`src/rtl/lbt_pkg.sv`:
```
package lbt_pkg;

    localparam int unsigned LBT_ADDR_W    = 8;
    localparam int unsigned LBT_DATA_W    = 16;
    localparam logic [LBT_ADDR_W-1:0] LBT_SELF_ADDR = 8'hC7;

    // What a clock edge does to the stored word.
    typedef enum logic [1:0] {
        ACT_HOLD = 2'b00,
        ACT_LOAD = 2'b01,
        ACT_SNAP = 2'b10
    } lbt_act_e;

    typedef struct packed {
        lbt_act_e act;
        logic     rd_hit;
    } lbt_dec_t;

    // Classify one bus cycle.
    function automatic lbt_dec_t lbt_classify(input logic wr, input logic rd,
                                              input logic sel);
        lbt_dec_t d;
        d.rd_hit = rd & sel;
        if (!wr)
            d.act = ACT_HOLD;
        else if (sel)
            d.act = ACT_LOAD;
        else
            d.act = ACT_SNAP;
        return d;
    endfunction

endpackage

```
`src/rtl/lbt_decode.sv`:
```
module lbt_decode
    import lbt_pkg::*;
#(
    parameter int unsigned             ADDR_W    = LBT_ADDR_W,
    parameter logic [ADDR_W-1:0]       SELF_ADDR = LBT_SELF_ADDR
) (
    input  logic              clk,
    input  logic              rst,
    input  logic [ADDR_W-1:0] addr_i,
    input  logic              wr_i,
    input  logic              rd_i,
    output lbt_dec_t          dec_o
);

    logic sel;
    assign sel   = (addr_i == SELF_ADDR);
    assign dec_o = lbt_classify(wr_i, rd_i, sel);

    // A write cycle must pick exactly one of load or snapshot.
    assert_write_kind_R2: assert property (@(posedge clk) disable iff (rst)
        wr_i |-> $onehot({dec_o.act == ACT_LOAD, dec_o.act == ACT_SNAP}));

    // No write strobe means no update action.
    assert_idle_hold_R6: assert property (@(posedge clk) disable iff (rst)
        !wr_i |-> (dec_o.act == ACT_HOLD));

endmodule

```
`src/rtl/lbt_store.sv`:
```
module lbt_store
    import lbt_pkg::*;
#(
    parameter int unsigned ADDR_W = LBT_ADDR_W,
    parameter int unsigned DATA_W = LBT_DATA_W
) (
    input  logic              clk,
    input  logic              rst,
    input  lbt_act_e          act_i,
    input  logic [ADDR_W-1:0] addr_i,
    input  logic [DATA_W-1:0] wdata_i,
    output logic [DATA_W-1:0] q_o
);

    localparam int unsigned LOW_W = DATA_W - ADDR_W;

    logic [DATA_W-1:0] q_r;
    logic [DATA_W-1:0] snap_word;

    generate
        if (LOW_W > 0) begin : g_pad
            assign snap_word = {addr_i, {LOW_W{1'b0}}};
        end else begin : g_nopad
            assign snap_word = addr_i[ADDR_W-1 -: DATA_W];
        end
    endgenerate

    always_ff @(posedge clk) begin
        if (rst) begin
            q_r <= '0;
        end else begin
            unique case (act_i)
                ACT_LOAD: q_r <= wdata_i;
                ACT_SNAP: q_r <= snap_word;
                default:  q_r <= q_r;
            endcase
        end
    end

    assign q_o = q_r;

    assert_reset_clear_R1: assert property (@(posedge clk)
        rst |=> (q_o == '0));

    assert_load_word_R2: assert property (@(posedge clk) disable iff (rst)
        (act_i == ACT_LOAD) |=> (q_o == $past(wdata_i)));

    assert_snap_high_R3: assert property (@(posedge clk) disable iff (rst)
        (act_i == ACT_SNAP) |=> (q_o[DATA_W-1 -: ADDR_W] == $past(addr_i)));

    assert_snap_low_zero_R3: assert property (@(posedge clk) disable iff (rst)
        (act_i == ACT_SNAP) |=> (q_o[LOW_W-1:0] == '0));

    assert_hold_stable_R6: assert property (@(posedge clk) disable iff (rst)
        (act_i == ACT_HOLD) |=> $stable(q_o));

endmodule

```
`src/rtl/lbt_readmux.sv`:
```
module lbt_readmux #(
    parameter int unsigned DATA_W = lbt_pkg::LBT_DATA_W
) (
    input  logic              clk,
    input  logic              rst,
    input  logic              hit_i,
    input  logic [DATA_W-1:0] q_i,
    output logic [DATA_W-1:0] rdata_o,
    output logic              oe_o
);

    always_comb begin
        rdata_o = '0;
        oe_o    = 1'b0;
        if (hit_i) begin
            rdata_o = q_i;
            oe_o    = 1'b1;
        end
    end

    assert_read_tracks_R4: assert property (@(posedge clk) disable iff (rst)
        hit_i |-> (oe_o && rdata_o == q_i));

    assert_quiet_bus_R5: assert property (@(posedge clk) disable iff (rst)
        !hit_i |-> (!oe_o && rdata_o == '0));

endmodule

```
`src/rtl/lbt_bus_loopback.sv`:
```
module lbt_bus_loopback
    import lbt_pkg::*;
#(
    parameter int unsigned       ADDR_W    = LBT_ADDR_W,
    parameter int unsigned       DATA_W    = LBT_DATA_W,
    parameter logic [ADDR_W-1:0] SELF_ADDR = LBT_SELF_ADDR
) (
    input  logic              clk,
    input  logic              rst,
    input  logic [ADDR_W-1:0] bus_addr_i,
    input  logic [DATA_W-1:0] bus_wdata_i,
    input  logic              bus_wr_i,
    input  logic              bus_rd_i,
    output logic [DATA_W-1:0] bus_rdata_o,
    output logic              bus_rdata_oe_o
);

    lbt_dec_t          dec;
    logic [DATA_W-1:0] stored;

    lbt_decode #(.ADDR_W(ADDR_W), .SELF_ADDR(SELF_ADDR)) u_decode (
        .clk    (clk),
        .rst    (rst),
        .addr_i (bus_addr_i),
        .wr_i   (bus_wr_i),
        .rd_i   (bus_rd_i),
        .dec_o  (dec)
    );

    lbt_store #(.ADDR_W(ADDR_W), .DATA_W(DATA_W)) u_store (
        .clk     (clk),
        .rst     (rst),
        .act_i   (dec.act),
        .addr_i  (bus_addr_i),
        .wdata_i (bus_wdata_i),
        .q_o     (stored)
    );

    lbt_readmux #(.DATA_W(DATA_W)) u_readmux (
        .clk     (clk),
        .rst     (rst),
        .hit_i   (dec.rd_hit),
        .q_i     (stored),
        .rdata_o (bus_rdata_o),
        .oe_o    (bus_rdata_oe_o)
    );

    // A read during a write to this register returns the earlier word.
    assert_read_old_R7: assert property (@(posedge clk) disable iff (rst)
        (dec.rd_hit && dec.act == ACT_LOAD) |=>
            ($past(bus_rdata_o) == $past(stored)));

endmodule

```
`config.mk`:
```
export PLATFORM = sky130hd
export DESIGN_NAME = lbt_bus_loopback
export DESIGN_NICKNAME = d
export VERILOG_FILES = /design/src/rtl/lbt_pkg.sv /design/src/rtl/lbt_decode.sv /design/src/rtl/lbt_store.sv /design/src/rtl/lbt_readmux.sv /design/src/rtl/lbt_bus_loopback.sv
export SDC_FILE = /design/constraint.sdc
export NUM_CORES = 1
export LEC_CHECK = 0
export CORE_MARGIN = 2
export CORE_UTILIZATION = 42
export CTS_CLUSTER_SIZE = 12
export DETAILED_ROUTE_END_ITERATION = 8
export HOLD_SLACK_MARGIN = 0.1
export PLACE_DENSITY_LB_ADDON = 0.2
export SLEW_MARGIN = 20
export SYNTH_ARGS = -nofsm -noshare
export SYNTH_HDL_FRONTEND = slang
export SYNTH_SLANG_ARGS = --single-unit
```
`constraint.sdc`:
```
create_clock -name clk -period 2.5 [get_ports clk]
set_input_delay 0.375 -clock clk [delete_from_list [all_inputs] [get_ports clk]]
set_output_delay 0.375 -clock clk [all_outputs]
set_load 0.02 [all_outputs]
```
======== Yosys cells after proc, flatten, opt, wreduce, memory -nomap -nowiden ========
Cells that the tools add are included.
storage, ports and cells
  bits in registers ....................... 16
  input bits .............................. 28
cells by class
  equality and inequality tests ........... 3
  multiplexer cells ....................... 5
  bitwise gates (word level) .............. 1
  reduce and logical (&&, ||, !) cells .... 1
operators with widths
  cell                number
  $pmux 16 s2         1
  $mux 16             1
  $eq 8x8->1 const B  1
  $mux 2              2
  $eq 2x1->1 const B  1
  $eq 2x2->1 const B  1
  $reduce_bool 2->1   1
  $and 1x1->1         1
  $mux 1              1

======== Depth between registers and ports, before layout ========
  depth in word-level cells ............... 5
  mapped depth ............................ 5
  gate-level depth less buffers ........... 3

======== Modules after synthesis ========
Synthesis repeated with hierarchy kept, for this count alone.
second synthesis, totals
  cell total of the unflattened synthesis .. 97
  area total of the unflattened synthesis .. 920.9 um2
by module, submodules not included
  module       instances  cells an instance  area each (um2)  sequential area each (um2)
  lbt_store    1          72                 710.7            320.3
  lbt_readmux  1          18                 133.9            0.0
  lbt_decode   1          7                  76.3             0.0

======== Least setup slack after synthesis ========
No wires, ideal clock.
  kind .................................... input to output
  start ................................... in bus_addr_i[3]
  end ..................................... out bus_rdata_o[10]
  arrival ................................. 1.388 ns
  data required time ...................... 2.125 ns
  setup slack ............................. 0.737 ns
  cell stages on the path ................. 4
  path buffers ............................ 1
  cells stage by stage .................... nand4b_4 > nor4_2 > clkbuf_1 > and3_1
between the ends
  longest elaborated chain between the ends .. 3
ends and longest elaborated chain
  element      line                    RTL
  from (decl)  lbt_bus_loopback.sv:10  input logic [ADDR_W-1:0] bus_addr_i,
  $eq 8x8->1   lbt_decode.sv:16        assign sel = (addr_i == SELF_ADDR);
  $and 1x1->1  lbt_pkg.sv:23           d.rd_hit = rd & sel;
  $mux 16      lbt_readmux.sv:15       if (hit_i) begin
  to (decl)    lbt_bus_loopback.sv:14  output logic [DATA_W-1:0] bus_rdata_o,
Every way passes these cells.

======== Worst setup path after layout ========
  start ................................... in bus_addr_i[0]
  end ..................................... out bus_rdata_o[10]
The elaborated chain is that of the path after synthesis.

==> reports/metrics.yaml <==
worstPathArrival_ns: 2.03
hold_viol_final: 0
fin_crit_sh_pct: 96.23
route.final.wire_length_um: 2190
grt_max_degree: 36
clock-sinks: 16
cp-start-kind: "primary input"
dieWidth_um: 50.70
drive_above_1_share_pct: 19.86
avgRoutedWirePerCell_um: 12.66
synth-edff-count: 0
ys_seq_area_share_pct: 34.97
grt_pass1_wl_um: 3505
final_util_pct: 70.56
antenna_found_initial: 0
finalSetupViolCount: 0
numCtsBuffers: 3
synth-xor-area-share_pct: 0
fin_setup_tns_ns: 0
drc: 0
nNetsFinal: 176
yosys_warnings: 0
skew_ns: 0
drt_first_pass_iters: 4
n_antenna_cell: 0
crit_slowest_cell: "clkdlybuf4s50_1"
grt_pass1_vias: 861
path_clk_slew_ns: 0.09
route.vias.total: 916
cp_cell_sequence: "clkdlybuf4s50_1, nand4b_4, nor4_4, buf_4, and3_1, dlygate4sd2_1"
synthMuxAreaShare_pct: 5.464
tritoncts: "yes"
cts_root_buffer: "clkbuf_4"
dr_wl_met3_um: 139
maxCapViolations: 0
fp.dieH_um: 50.70
status: "completed"
slew_headroom_pct: 50.00
slew_violations: 0
syn_avg_cell_area_um2: 9.068
fmax_mhz: 415.7
largest_reg_flops: 16
port_buffers: 44
cts_max_level: 1
ioPinCount: 45
highest_layer: "met4"
synth_area_leader_cell: "dfxtp_1"
ant_nets: 0
worst-path-buf-inv: 3
synth_top_family_by_area: "simple AND/OR/NAND/NOR gates"
start_util_pct: 45.75
leakage_nw: 0.7180
postSynthCellCount: 101
worst_slew_pin_slew_ns: 0.7477
synth_common_cells: "and3_1, dfxtp_1, inv_1, nand2_1, or3b_2"
synthAdderAreaFrac_pct: 0
synth_nets: 129
critPathRequiredTime_ns: 2.12
vias_per_cell: 5.295
synthFlopType: "dfxtp_1"
final_cells: 173
fin_crit_ns: 2.406
syn-cell-area_um2: 915.9
power_density_nw_per_um2: 353.0
timing.hold.ws_ns: 0.5400
vdd_drop_max_v: 0.0002794
wl_met2_um: 1057
synth_top_area_share_pct: 34.97
yosys.area_share.simple_pct: 29.37
crit_family: "buffers and inverters"
clkLatencyLatePin_ns: 0.28
yosysUniqueCellTypes: 20
post-cts-setup-buffers: 0
synth_compound_area_share_pct: 20.49
ys_top_cells_by_area: "dfxtp_1, and3_1, o31ai_2"
hold_class: "reg -> reg"
crit_fanout: 8
grt_usage_pct: 18.09
critical_path_class: "in -> out"
end_kind: "output port"
drt-initial-drc-count: 11
rsz0062_at_grt: "no"
coreArea_um2: 2002
drt-met1-wl_um: 945
async_flop_share_pct: 0
clockBufferDepth: 2
syn2layout_area_growth_pct: 54.23
dp_hpwl_um: 1546
die_area_um2: 2570
overflow: 0
routabilityCongestion: 0.6899
dp_cells: 169
synth_seq_cells: 16
rows: 16
critical-path-max-stage-delay_ns: 0.54
==> layer usage <==
metal,vias to the layer above,track usage (%)
met5,-,0
met4,0,9.459
met3,5,3.274
met2,31,31.80
met1,422,20.66
li1,458,-
==> what timing repair did <==
item / 4_1_cts / 5_1_grt
gates resized for setup: 17 / 3
hold buffers: 0 / 0
setup endpoints to repair: 17 / 11
cloned: 0 / 1
==> where the power goes <==
group,switching (mW),internal (mW),total (mW)
Sequential,0.00359,0.263,0.267
Combinational,0.0410,0.0569,0.0978
Clock,0.0784,0.0560,0.134
Total,0.123,0.376,0.499
==> worst paths after layout <==
kind                   from         endpoint  slack, ns  cells after the start
max           bus_addr_i[0]  bus_rdata_o[10]       0.09                      6
min          u_store.q_o[8]   u_store.q_o[8]       0.54                      2
max reg2reg  u_store.q_o[2]   u_store.q_o[2]       1.57                      2
min reg2reg  u_store.q_o[8]   u_store.q_o[8]       0.54                      2
==> final cells by class <==
type                    instances  area, um2
well taps                      27      33.78
multi-input cells              64      515.5
repair buffers                 52      479.2
clock buffers                   3      22.52
flip-flops and latches         16      320.3
inverters                      11      41.29
fillers                       167      589.3
==> worst reg2reg max path, stage by stage, from the launching register on <==
cell     delay (ns)
dfxtp_1        0.33
or3b_2         0.45
o31ai_2        0.07
==> placed cells by master (no fill, tap or decap), drive strengths merged <==
cell type,n
or4,1
clkdlybuf4s50,27
a311o,3
nor2,3
dlygate4sd2,17
nand4b,1
a31oi,3
dfxtp,16
and2,1
or3b,8
nand2,9
buf,8
and3,16
inv,11
clkbuf,3
mux2i,5
a311oi,5
nor4,1
o31ai,8
==> per-stage QoR <==
stage               instance area (um2)  total power, mW  worst slack [ns]
floorplan                         915.9           0.3099            0.7374
global placement                   1395           0.3670           -0.1523
detailed placement                 1395           0.3691           -0.2197
CTS                                1396           0.5027           0.06297
global route                       1413           0.5201           0.01739
finish                             1413           0.4987           0.09435
==> logic make-up (layout without fill, tap and decap cells) <==
family	after synthesis	after routing
flops	16	16
mux	5	5
compound gates	19	19
simple gates	40	40
buf+inv	21	66
Note: power is estimated with default switching activity, not from simulation.
